$ cat config.mk
export PLATFORM = sky130hd
export DESIGN_NAME = exc_entry_seq
export DESIGN_NICKNAME = d
export VERILOG_FILES = /design/src/rtl/exc_seq_pkg.sv /design/src/rtl/exc_arb.sv /design/src/rtl/exc_link.sv /design/src/rtl/exc_msr.sv /design/src/rtl/exc_entry_seq.sv
export SDC_FILE = /design/constraint.sdc
export NUM_CORES = 1
export LEC_CHECK = 0
export ABC_AREA = 1
export BUFFER_PORTS_ARGS = -buffer_cell sky130_fd_sc_hd__buf_2
export CORE_ASPECT_RATIO = 1.1
export CORE_MARGIN = 2
export CORE_UTILIZATION = 52
export CTS_CLUSTER_DIAMETER = 100
export DETAILED_ROUTE_END_ITERATION = 16
export GPL_TIMING_DRIVEN = 0
export PLACE_DENSITY = 0.81
export SKIP_LAST_GASP = 1
export SYNTH_ARGS = -nofsm -noshare
export SYNTH_HDL_FRONTEND = slang
export SYNTH_SLANG_ARGS = --single-unit
$ cat constraint.sdc
create_clock -name clk -period 2.7 [get_ports clk]
set_input_delay 0.135 -clock clk [delete_from_list [all_inputs] [get_ports clk]]
set_output_delay 0.135 -clock clk [all_outputs]
set_load 0.03 [all_outputs]
$ cat src/rtl/exc_seq_pkg.sv
package exc_seq_pkg;
  localparam int ADDR_W    = 32;
  localparam int MSR_W     = 32;
  localparam int REG_IDX_W = 5;

  localparam int MSR_UM  = 0;
  localparam int MSR_UMS = 1;
  localparam int MSR_VM  = 2;
  localparam int MSR_VMS = 3;
  localparam int MSR_IE  = 4;
  localparam int MSR_BIP = 5;
  localparam int MSR_EIP = 6;

  localparam logic [ADDR_W-1:0] OFF_IRQ = ADDR_W'(32'h10);
  localparam logic [ADDR_W-1:0] OFF_BRK = ADDR_W'(32'h18);
  localparam logic [ADDR_W-1:0] OFF_EXC = ADDR_W'(32'h20);

  localparam logic [REG_IDX_W-1:0] LNK_EXC = REG_IDX_W'(17);
  localparam logic [REG_IDX_W-1:0] LNK_BRK = REG_IDX_W'(16);
  localparam logic [REG_IDX_W-1:0] LNK_IRQ = REG_IDX_W'(14);

  typedef enum logic [2:0] {
    K_NONE = 3'd0,
    K_MMU  = 3'd1,
    K_HWE  = 3'd2,
    K_BRK  = 3'd3,
    K_IRQ  = 3'd4
  } entry_kind_e;

  // Return address of a translation fault, from delay-slot and prefix state.
  function automatic logic [ADDR_W-1:0] mmu_return(
      input logic [ADDR_W-1:0] pc, input logic ds, input logic imm,
      input logic bimm);
    logic [ADDR_W-1:0] back;
    if (ds)       back = bimm ? ADDR_W'(8) : ADDR_W'(4);
    else if (imm) back = ADDR_W'(4);
    else          back = '0;
    return pc - back;
  endfunction

  // Status word after entry: kind-specific bit, then the mode shift.
  function automatic logic [MSR_W-1:0] msr_on_entry(
      input entry_kind_e kind, input logic [MSR_W-1:0] msr);
    logic [MSR_W-1:0] m;
    logic [MSR_W-1:0] saved;
    m = msr;
    case (kind)
      K_MMU, K_HWE: m[MSR_EIP] = 1'b1;
      K_BRK:        m[MSR_BIP] = 1'b1;
      K_IRQ:        m[MSR_IE]  = 1'b0;
      default:      ;
    endcase
    saved = '0;
    saved[MSR_VMS] = m[MSR_VM];
    saved[MSR_UMS] = m[MSR_UM];
    m[MSR_VMS] = 1'b0;
    m[MSR_UMS] = 1'b0;
    m[MSR_VM]  = 1'b0;
    m[MSR_UM]  = 1'b0;
    return m | saved;
  endfunction

  // Acceptance condition for an external interrupt.
  function automatic logic irq_gate(input logic [MSR_W-1:0] msr,
                                    input logic ds, input logic imm);
    return msr[MSR_IE] & ~msr[MSR_EIP] & ~msr[MSR_BIP] & ~ds & ~imm;
  endfunction
endpackage

$ cat src/rtl/exc_arb.sv
module exc_arb
  import exc_seq_pkg::*;
(
  input  logic             clk,
  input  logic             rst_n,
  input  logic             req_mmu,
  input  logic             req_hwe,
  input  logic             req_brk,
  input  logic             req_irq,
  input  logic             cfg_exc_en,
  input  logic [MSR_W-1:0] msr_i,
  input  logic             ds_i,
  input  logic             imm_i,
  output logic             irq_ok,
  output entry_kind_e      kind
);
  localparam int NREQ = 4;

  logic [NREQ-1:0] raw;
  logic [NREQ-1:0] grant;

  assign irq_ok = irq_gate(msr_i, ds_i, imm_i);

  // Index order is priority order: 0 is highest.
  assign raw = {req_irq & irq_ok, req_brk, req_hwe & cfg_exc_en, req_mmu};

  always_comb begin
    grant = '0;
    for (int i = NREQ - 1; i >= 0; i--) begin
      if (raw[i]) grant = NREQ'(1) << i;
    end
  end

  always_comb begin
    unique case (1'b1)
      grant[0]: kind = K_MMU;
      grant[1]: kind = K_HWE;
      grant[2]: kind = K_BRK;
      grant[3]: kind = K_IRQ;
      default:  kind = K_NONE;
    endcase
  end


  one_grant_chk: assert property (@(posedge clk) disable iff (!rst_n)
    $onehot0(grant));


  hwe_masked_chk: assert property (@(posedge clk) disable iff (!rst_n)
    (kind == K_HWE) |-> cfg_exc_en);


  irq_gate_chk: assert property (@(posedge clk) disable iff (!rst_n)
    (kind == K_IRQ) |-> (msr_i[MSR_IE] && !ds_i && !imm_i && !msr_i[MSR_EIP]
                         && !msr_i[MSR_BIP]));
endmodule

$ cat src/rtl/exc_link.sv
module exc_link
  import exc_seq_pkg::*;
(
  input  entry_kind_e          kind,
  input  logic [ADDR_W-1:0]    pc_i,
  input  logic [ADDR_W-1:0]    vbase_i,
  input  logic                 ds_i,
  input  logic                 imm_i,
  input  logic                 bimm_i,
  output logic [ADDR_W-1:0]    vec_pc,
  output logic [REG_IDX_W-1:0] lnk_idx,
  output logic [ADDR_W-1:0]    lnk_val
);
  always_comb begin
    vec_pc  = pc_i;
    lnk_idx = '0;
    lnk_val = '0;
    case (kind)
      K_MMU: begin
        vec_pc  = vbase_i + OFF_EXC;
        lnk_idx = LNK_EXC;
        lnk_val = mmu_return(pc_i, ds_i, imm_i, bimm_i);
      end
      K_HWE: begin
        vec_pc  = vbase_i + OFF_EXC;
        lnk_idx = LNK_EXC;
        lnk_val = pc_i + ADDR_W'(4);
      end
      K_BRK: begin
        vec_pc  = vbase_i + OFF_BRK;
        lnk_idx = LNK_BRK;
        lnk_val = pc_i;
      end
      K_IRQ: begin
        vec_pc  = vbase_i + OFF_IRQ;
        lnk_idx = LNK_IRQ;
        lnk_val = pc_i;
      end
      default: ;
    endcase
  end
endmodule

$ cat src/rtl/exc_msr.sv
module exc_msr
  import exc_seq_pkg::*;
(
  input  entry_kind_e      kind,
  input  logic [MSR_W-1:0] msr_i,
  output logic [MSR_W-1:0] msr_nx
);
  assign msr_nx = msr_on_entry(kind, msr_i);
endmodule

$ cat src/rtl/exc_entry_seq.sv
module exc_entry_seq
  import exc_seq_pkg::*;
(
  input  logic                 clk,
  input  logic                 rst_n,
  input  logic                 req_mmu,
  input  logic                 req_hwe,
  input  logic                 req_brk,
  input  logic                 req_irq,
  input  logic                 cfg_exc_en,
  input  logic [ADDR_W-1:0]    pc_i,
  input  logic [MSR_W-1:0]     msr_i,
  input  logic                 ds_i,
  input  logic                 imm_i,
  input  logic                 bimm_i,
  input  logic [ADDR_W-1:0]    btgt_i,
  input  logic [ADDR_W-1:0]    vbase_i,
  output logic                 irq_ok,
  output logic                 flag_err,
  output logic                 ent_vld,
  output logic [ADDR_W-1:0]    pc_o,
  output logic                 link_we,
  output logic [REG_IDX_W-1:0] link_idx,
  output logic [ADDR_W-1:0]    link_val,
  output logic [MSR_W-1:0]     msr_o,
  output logic                 esr_we,
  output logic                 esr_ds,
  output logic                 btr_we,
  output logic [ADDR_W-1:0]    btr_o,
  output logic                 resv_clr,
  output logic                 iflags_clr
);
  entry_kind_e          kind;
  logic [ADDR_W-1:0]    vec_pc;
  logic [REG_IDX_W-1:0] lnk_idx;
  logic [ADDR_W-1:0]    lnk_val;
  logic [MSR_W-1:0]     msr_nx;
  logic                 take;
  logic                 is_exc;

  exc_arb u_arb (
    .clk(clk), .rst_n(rst_n),
    .req_mmu(req_mmu), .req_hwe(req_hwe), .req_brk(req_brk),
    .req_irq(req_irq), .cfg_exc_en(cfg_exc_en), .msr_i(msr_i),
    .ds_i(ds_i), .imm_i(imm_i), .irq_ok(irq_ok), .kind(kind)
  );

  exc_link u_link (
    .kind(kind), .pc_i(pc_i), .vbase_i(vbase_i), .ds_i(ds_i),
    .imm_i(imm_i), .bimm_i(bimm_i), .vec_pc(vec_pc),
    .lnk_idx(lnk_idx), .lnk_val(lnk_val)
  );

  exc_msr u_msr (.kind(kind), .msr_i(msr_i), .msr_nx(msr_nx));

  assign take     = (kind != K_NONE);
  assign is_exc   = (kind == K_MMU) || (kind == K_HWE);
  assign flag_err = (imm_i & ds_i) | (bimm_i & ~ds_i);

  always_ff @(posedge clk) begin
    if (!rst_n) begin
      ent_vld    <= 1'b0;
      pc_o       <= '0;
      link_we    <= 1'b0;
      link_idx   <= '0;
      link_val   <= '0;
      msr_o      <= '0;
      esr_we     <= 1'b0;
      esr_ds     <= 1'b0;
      btr_we     <= 1'b0;
      btr_o      <= '0;
      resv_clr   <= 1'b0;
      iflags_clr <= 1'b0;
    end else begin
      ent_vld    <= take;
      link_we    <= take;
      resv_clr   <= take;
      iflags_clr <= take;
      esr_we     <= is_exc;
      btr_we     <= is_exc & ds_i;
      if (take) begin
        pc_o     <= vec_pc;
        link_idx <= lnk_idx;
        link_val <= lnk_val;
        msr_o    <= msr_nx;
      end
      if (is_exc) esr_ds <= ds_i;
      if (is_exc && ds_i) btr_o <= btgt_i;
    end
  end


  mmu_vector_chk: assert property (@(posedge clk) disable iff (!rst_n)
    req_mmu |=> (ent_vld && pc_o == $past(vbase_i) + OFF_EXC && msr_o[MSR_EIP]));


  hwe_off_chk: assert property (@(posedge clk) disable iff (!rst_n)
    (req_hwe && !cfg_exc_en && !req_mmu && !req_brk && !req_irq) |=> !ent_vld);


  irq_entry_chk: assert property (@(posedge clk) disable iff (!rst_n)
    (req_irq && irq_ok && !req_mmu && !req_brk && !(req_hwe && cfg_exc_en))
      |=> (link_idx == LNK_IRQ && !msr_o[MSR_IE] && link_val == $past(pc_i)));


  mode_save_chk: assert property (@(posedge clk) disable iff (!rst_n)
    req_mmu |=> (msr_o[MSR_VMS] == $past(msr_i[MSR_VM]) &&
                 msr_o[MSR_UMS] == $past(msr_i[MSR_UM]) &&
                 !msr_o[MSR_VM] && !msr_o[MSR_UM]));


  side_effects_chk: assert property (@(posedge clk) disable iff (!rst_n)
    ent_vld |-> (resv_clr && iflags_clr && link_we));


  btr_capture_chk: assert property (@(posedge clk) disable iff (!rst_n)
    (req_mmu && ds_i) |=> (btr_we && esr_ds && btr_o == $past(btgt_i)));
endmodule

# After elaboration in Yosys (flattened, before gate mapping)
# Index checks and enable logic that the tools add are counted.
# W data, S select, Z words.
[word_totals]
register_bits = 137
mem_bits_ro = 0
out_inout_bits = 142
input_bits = 138
wordCells = 53
ram_bits = 0
memories = 0
latchBits = 0
[classes]
n_reduce_logical = 5
n_lt_le_gt_ge = 0
eq_ne = 4
div = 0
shift = 0
bitwise = 15
n_mul = 0
addsub = 5
n_mux = 15
[op_table]
columns = ["op", "n"]
rows = [
  ["$pmux W32 S3", 2],
  ["$add A32 B5 Y32 const B", 2],
  ["$mux W32", 2],
  ["$add A32 B3 Y32 const B", 1],
  ["$add A32 B6 Y32 const B", 1],
  ["$or A32 B4 Y32", 1],
  ["$sub A32 B32 Y32", 1],
  ["$mux W4", 5],
  ["$pmux W5 S3", 1],
  ["$pmux W3 S4", 1],
  ["$and A1 B1 Y1", 9],
  ["$eq A3 B2 Y1 const B", 2],
  ["$not A1 Y1", 4],
  ["$reduce_or A2 Y1", 2],
  ["$eq A3 B1 Y1 const B", 1],
  ["$eq A3 B3 Y1 const B", 1],
  ["$mux W1", 3],
  ["$mux W3", 1],
  ["$reduce_bool A3 Y1", 1],
  ["$logic_and A1 B1 Y1", 1],
  ["$logic_or A1 B1 Y1", 1],
  ["$or A1 B1 Y1", 1],
]

# Longest topological paths before layout
# Gate-level depths: netlist of the first run.
[depth]
ltp_word = 15
ltp_mapped = 18
mapped_depth_nobuf = 18

# By module
# Synthesis of the first run repeated with hierarchy kept, for this count alone.
[hier_totals]
cells_unflattened = 1773
area_unflattened_um2 = 10467.5
[by_module_without_submodules]
columns = ["module", "n_inst", "area_per_inst_um2", "cells_each", "seq_area_each_um2"]
rows = [
  ["exc_entry_seq", 1, 5386.4, 733, 2742.6],
  ["exc_link", 1, 4742.0, 984, 0.0],
  ["exc_msr", 1, 271.5, 42, 0.0],
  ["exc_arb", 1, 67.6, 14, 0.0],
]

# Worst setup path after synthesis of the first run
# OpenSTA, ideal clock, no wires.
[synth_timing]
path_kind = "input port to flip-flop"
startpoint = "in bimm_i"
endpoint = "reg link_val[13]"
setup_time_ns = 0.133
cell_stages = 14
path_slack_ns = 0.247
required_ns = 2.567
t_arrival_ns = 2.321
n_path_buf = 0
path_cell_list = "nand2_1 > o21ai_0 > ha_1 > inv_1 > nand2_1 > inv_1 > ha_1 > nand2_1 > inv_1 > a21oi_1 > nand3_1 > or2_2 > nand3_1 > a31oi_1"
[synth_between]
elab_chain_cells = 5
[synth_lines]
columns = ["item", "line", "source"]
rows = [
  ["start: declaration", "exc_entry_seq.sv:15", "input logic bimm_i,"],
  ["$mux W4", "exc_seq_pkg.sv:35", "if (ds) back = bimm ? ADDR_W'(8) : ADDR_W'(4);"],
  ["$mux W32", "exc_seq_pkg.sv:35", ""],
  ["$mux W32", "exc_link.sv:18", "case (kind)"],
  ["$sub A32 B32 Y32", "exc_seq_pkg.sv:38", "return pc - back;"],
  ["$pmux W32 S3", "exc_link.sv:18", ""],
  ["end signal: assignment", "exc_entry_seq.sv:84", "link_val <= lnk_val;"],
  ["end: declaration", "exc_entry_seq.sv:24", "output logic [ADDR_W-1:0] link_val,"],
]
# Every way passes these cells. The select of a mux whose other input is x is not followed.
# A chain may end at the register's enable or synchronous reset.

# Worst setup path in the final report of the first run
[layout_timing]
startpoint = "in ds_i"
endpoint = "reg link_val[29]"
[layout_between]
elab_chain_cells = 12
word_cells_on_any_way = 19
classes_between = "1 x add/sub; 4 x eq/ne; 8 x mux; 4 x bitwise; 2 x reduce/logical"
[layout_lines]
columns = ["item", "line", "source"]
rows = [
  ["start: declaration", "exc_entry_seq.sv:13", "input logic ds_i,"],
  ["$not A1 Y1", "exc_seq_pkg.sv:66", "return msr[MSR_IE] & ~msr[MSR_EIP] & ~msr[MSR_BIP] & ~ds & ~imm;"],
  ["$and A1 B1 Y1 (2 in a row)", "exc_seq_pkg.sv:66", ""],
  ["$and A1 B1 Y1", "exc_arb.sv:25", "assign raw = {req_irq & irq_ok, req_brk, req_hwe & cfg_exc_en, req_mmu};"],
  ["$mux W4 (4 in a row)", "exc_arb.sv:30", "if (raw[i]) grant = NREQ'(1) << i;"],
  ["$pmux W3 S4", "exc_arb.sv:35", "unique case (1'b1)"],
  ["$eq A3 B2 Y1 or $eq A3 B3 Y1 (tied branches)", "exc_link.sv:18", ""],
  ["$reduce_or A2 Y1 (no source line)", "-", ""],
  ["$pmux W32 S3", "exc_link.sv:18", ""],
]
# Parallel ways exist; a longest one is shown, timed or not. The select of a mux whose other input is x is not followed.

==> results of run 1 <==
per-layer routing:
metal / GRT usage, % / part of all wire, % / vias to the layer above
met2: 66.0 / 47 / 659
met4: 23.4 / 6.3 / 4
met3: 10.4 / 9.3 / 191
met1: 43.9 / 37 / 5063
li1: - / - / 5359
met5: 0 / 0.081 / -
what timing repair did:
item | CTS | global route
gates cloned | 1 | 0
setup endpoints to repair | 21 | 16
buffers inserted | 2 | 0
endpoints found under the hold margin | 75 | 0
resized for setup | 2 | 3
hold buffers | 75 | 0
Yosys cell counts (all sizes together) (2+ instances only):
| cell | count | area (µm²) |
|---|---|---|
| a31oi | 13 | 81.3 |
| a21oi | 72 | 360 |
| a41oi | 7 | 61.3 |
| nand2 | 389 | 1500 |
| nand3b | 5 | 37.5 |
| and2 | 3 | 18.8 |
| ha | 34 | 425 |
| clkinv | 4 | 15.0 |
| o22ai | 2 | 12.5 |
| o21ai | 102 | 510 |
| or2 | 6 | 37.5 |
| buf | 30 | 190 |
| o211ai | 7 | 52.6 |
| a22o | 33 | 289 |
| nand4 | 16 | 100 |
| nand3 | 140 | 706 |
| dfxtp | 133 | 2660 |
| nor3 | 7 | 46.3 |
| xor2 | 14 | 123 |
| o21bai | 2 | 15.0 |
| clkbuf | 20 | 75.1 |
| nor2 | 183 | 808 |
| inv | 188 | 706 |
state kept, by name (all words and copies together) (netlist names):
register    count
link_idx        3
esr_we          1
msr_o          30
esr_ds          1
btr_we          1
iflags_clr      1
pc_o           32
btr_o          32
link_val       32
final cells by class:
cell class	instances	area [µm²]	share of cell area (%)
antenna	1	2.50	0.0210
buffer	50	265	2.22
clock buffer	17	425	3.56
clock inverter	15	160	1.34
inverter	192	724	6.07
multi-input combinational	1043	5260	44.1
sequential	133	2660	22.3
tap	208	260	2.18
timing repair buffer	352	2170	18.2
timing repair inverter	1	7.51	0.0629
report_power, final:
part | switching (µW) | internal [µW] | leakage (µW)
Sequential | 97.9 | 2130 | 0.00110
Clock | 1150 | 1240 | 0.000286
Combinational | 1390 | 693 | 0.00495
Total | 2640 | 4070 | 0.00634
metrics by stage:
stage / cell area [µm²] / utilization [%] / instances / TNS (ps)
2_1_floorplan: 8910 / - / 1418 / 0
3_3_place_gp: 10500 / 62.4 / 1901 / -14170
3_5_place_dp: 10500 / 62.4 / 1901 / -14570
4_1_cts: 11900 / 70.6 / 2011 / 0
5_1_grt: 11900 / 70.7 / 2011 / 0
6_report: 11900 / 70.7 / 2012 / 0
worst max-delay path, cell delays in order:
cell and delay, ps:
buf_2 130, nand2_1 110, o21ai_1 170, ha_1 190, inv_1 50, nand2_2 160
clkinvlp_4 130, buf_12 160, ha_1 370, nand2_1 130, nor2_1 200, inv_1 60
nor2_1 230, and2_1 170, nand2_1 100, nand3_1 110, nand3_1 80, a21oi_1 160
cells by family after synthesis:
group | count (synthesis)
AOI/OAI and AO/OA | 243
xor gates and xnor gates | 14
adders and majority gates | 35
buffers and inverters | 242
DFF | 133
other | 1
and+or+nand+nor | 749
how the worst min path moves through the flow:
stage          slack [ps]  startpoint           end  cells after the start
3_5_place_dp          350     pc_i[1]   link_val[1]                      2
4_1_cts               0.2    pc_i[12]  link_val[12]                      3
6_report                3    pc_i[13]  link_val[13]                      3
5_1_grt                30    pc_i[12]  link_val[12]                      3
3_3_place_gp          350   msr_i[22]     msr_o[22]                      2
2_1_floorplan         260     pc_i[0]   link_val[0]                      1
==> results.ini, run 1 <==
[outcome]
run_status = finished, final reports clean

[synthesis]
yosys.area_share.adder_pct = 5.00
synthDistinctLibCells = 42
synth_area_um2 = 8900
synth_compound_area_share_pct = 16.0
ys_seq_area_share_pct = 29.9
synthMuxAreaShare_pct = 0
avgSynthCellArea_um2 = 6.28
synth_top_family_by_area = simple AND/OR/NAND/NOR gates
synth_enable_flop_cells = 0
yosys.area_share.simple_pct = 36.6
synth_xor_xnor_area_share_pct = 1.38
syn_inst = 1417
yosysWarnings = 0
ys_ff_latch = 133
yosys_most_used_dff = dfxtp_1
async_flop_share_pct = 0

[floorplanning]
io_pins = 280
start_util_pct = 52.7
core_um2 = 16900
die_y_um = 141
die_x_um = 129
die_area_um2 = 18200
row_count = 50

[worst_setup_path]
cp-startpoint = ds_i
critPathRequiredTime_ps = 3070
arrival_ps = 2840
timing.rr.end = msr_o[13]
worst-path-max-fanout = 14
crit_type = in -> reg
regToRegStartpoint = msr_o[13]
reg2reg_slack_ps = 1700
startpoint_type = primary input
reg2reg_depth = 1
end_kind = flip-flop
crit_end = link_val[29]

[job]
drv_cap = 0

[global_routing]
grt.total_usage_pct = 39.1
antenna_found_initial = 3
grt_pass1_vias = 10600
overflow = 0
grt_pass1_wl_mm = 55.0
grt_max_degree = 17

[placed_design]
port_buffers = 275
place_congestion = 0.970
dp_slack_ps = -693
dp_hpwl_mm = 25.0

[timing]
whs_ps = 2.66
period_needed_ps = 2470
post-route-period-util_pct = 91.4
layout_setup_ws_ps = 231
setup_violations = 0
slew_violations = 0
rsz0062_at_grt = false
clock_skew_ps = 0
fmax_ghz = 0.405
final_hold_viol_count = 0
worst_pin_slew_ps = 772
slew_headroom_pct = 48.5

[final_layout]
nFillCells = 1461
final_cell_mix = nand2_1 (375), buf_2 (286), inv_1 (177), nor2_1 (160), nand3_1 (139)
finalNetCount = 1963
syn2layout_area_growth_pct = 34.1
layout_commonest_cell = nand2_1
layout-drive-gt1-share_pct = 21.9

[clock_network]
cts.sinks = 133
cts_buffers = 17
clkLatencyLatePin_ps = 430
h-tree-depth = 4
root_buffer = clkbuf_16
cts_buffer_depth = 2
cts_tree = built
clkTransAtPathRegs_ps = 70

[min_path]
holdCritPathClass = in -> reg

[pwr]
power.total_uw = 6710
p_leak_uw = 0.00634
vdd_drop_max_mv = 0.557
power.density_nw_per_um2 = 562

[routing]
vias = 11300
wl_per_cell_um = 18.3
via_per_inst = 5.60
dr.pass1.iters = 6
antenna_left = 0
wl_mm = 36.9
initialDrtViolationCount = 1069
drc_errors = 0

Power figures use the tool's default switching activity.
==> run 2, diff against run 1 <==
- CORE_UTILIZATION: 52 -> 45
- PLACE_DENSITY: 0.81 -> 0.72
==> results.ini, run 2 (synthesized netlist as in run 1, its figures left out) <==
[final_layout]
layout_commonest_cell = nand2_1
finalNetCount = 1966
syn2layout_area_growth_pct = 35.0
layout-drive-gt1-share_pct = 21.9
top_regs = btr_o (32), link_val (32), pc_o (32)
final_cell_mix = nand2_1 (376), buf_2 (286), inv_1 (177), nor2_1 (159), nand3_1 (139)
instances_no_fill = 2054

[timing]
final_hold_viol_count = 0
post-route-period-util_pct = 93.6
layout_setup_ws_ps = 172
setup_violations = 0
slew_violations = 0
period_needed_ps = 2530
worst_pin_slew_ps = 763
slew_headroom_pct = 49.1
rsz0062_at_grt = false
clock_skew_ps = 0
fmax_ghz = 0.396

[routing]
dr.max_layer_used = met4
met2_length_mm = 17.2
antenna_left = 0
dr.pass1.iters = 5
wl_per_cell_um = 17.0
initialDrtViolationCount = 876
vias = 10900
wl_met3_mm = 2.24
drc_errors = 0
wl_mm = 34.8
met1_length_mm = 14.0
via_per_inst = 5.31

[global_routing]
overflow = 0
grt_max_degree = 17
antenna_found_initial = 0
grt_pass1_vias = 10400
grt.total_usage_pct = 32.2
grt_pass1_wl_mm = 53.5

[clock_network]
cts_tree = built
root_buffer = clkbuf_16
cts_buffers = 17
cts_buffer_depth = 2
clkTransAtPathRegs_ps = 70
h-tree-depth = 4
cts.sinks = 133
clkLatencyLatePin_ps = 440

[worst_setup_path]
end_kind = flip-flop
startpoint_type = primary input
crit_type = in -> reg
critPathRequiredTime_ps = 3080
worst-path-max-fanout = 14
arrival_ps = 2900

[floorplanning]
start_util_pct = 46.3
die_y_um = 152
die_x_um = 138
row_count = 53
io_pins = 280
core_um2 = 19200
die_area_um2 = 20900

[pwr]
vdd_drop_max_mv = 0.494
power.total_uw = 6730
power.density_nw_per_um2 = 560
p_leak_uw = 0.00635

[min_path]
holdCritPathClass = in -> reg

[job]
drv_cap = 0

[placed_design]
place_congestion = 1.01
dp_slack_ps = -656
port_buffers = 275
dp_cells = 1940
dp_hpwl_mm = 26.0

[outcome]
run_status = finished, final reports clean

run 2: final timing paths:
kind / from / to / slack [ps] / cells past startpoint
max: ds_i / link_val[30] / 170 / 17
min: pc_i[30] / link_val[30] / 10 / 3
max reg2reg: pc_o[13] / pc_o[13] / 1890 / 2
min reg2reg: pc_o[26] / pc_o[26] / 450 / 2
run 2: area by class of cell:
cell class | count | area [µm²]
Fill cell | 1828 | 7210
Multi-Input combinational cell | 1043 | 5260
Sequential cell | 133 | 2660
Timing Repair Buffer | 355 | 2180
Inverter | 192 | 724
Clock buffer | 17 | 425
Tap cell | 247 | 309
Buffer | 50 | 265
Clock inverter | 15 | 181
Timing Repair inverter | 1 | 7.51
Antenna cell | 1 | 2.50
run 2: what timing repair did:
action / CTS / global route
hold buffers: 76 / 0
setup buffers: 1 / 3
hold endpoints to repair: 76 / 0
setup endpoints to repair: 21 / 20
cloned: 1 / 0
gates resized for setup: 2 / 2
run 2: worst max-delay path: stages:
cell,delay (ps)
buf_2,120
nand2_1,80
o21ai_1,150
ha_1,190
inv_1,40
nand2_1,210
clkinvlp_4,160
buf_12,170
ha_1,360
nand2_1,120
nor2_1,270
nand3_1,150
nand3_1,230
nand2_1,160
nand3_1,110
nand3_1,90
a21oi_1,160
run 2: power by group:
| group | total (µW) | internal [µW] | switching (µW) | leakage (µW) |
|---|---|---|---|---|
| Combinational | 2050 | 691 | 1360 | 0.00495 |
| Sequential | 2220 | 2130 | 87.8 | 0.00110 |
| Clock | 2460 | 1330 | 1130 | 0.000296 |
run 2: metrics by stage:
| stage | hold WS, ps | utilization [%] | setup TNS, ps | instance area (µm²) |
|---|---|---|---|---|
| floorplan | 261 | - | 0 | 8910 |
| detailed placement | 348 | 55.1 | -13360 | 10600 |
| global route | 29.0 | 62.5 | 0 | 12000 |
| CTS | 5.97 | 62.3 | 0 | 12000 |
| finish | 10.3 | 62.5 | 0 | 12000 |
| global placement | 347 | 55.1 | -13190 | 10600 |
run 2: layer usage:
layer,vias to the layer above,global-route usage (%)
met1,4981,38.2
met2,474,57.7
met4,0,15.9
met5,-,0
li1,5359,-
met3,102,4.31
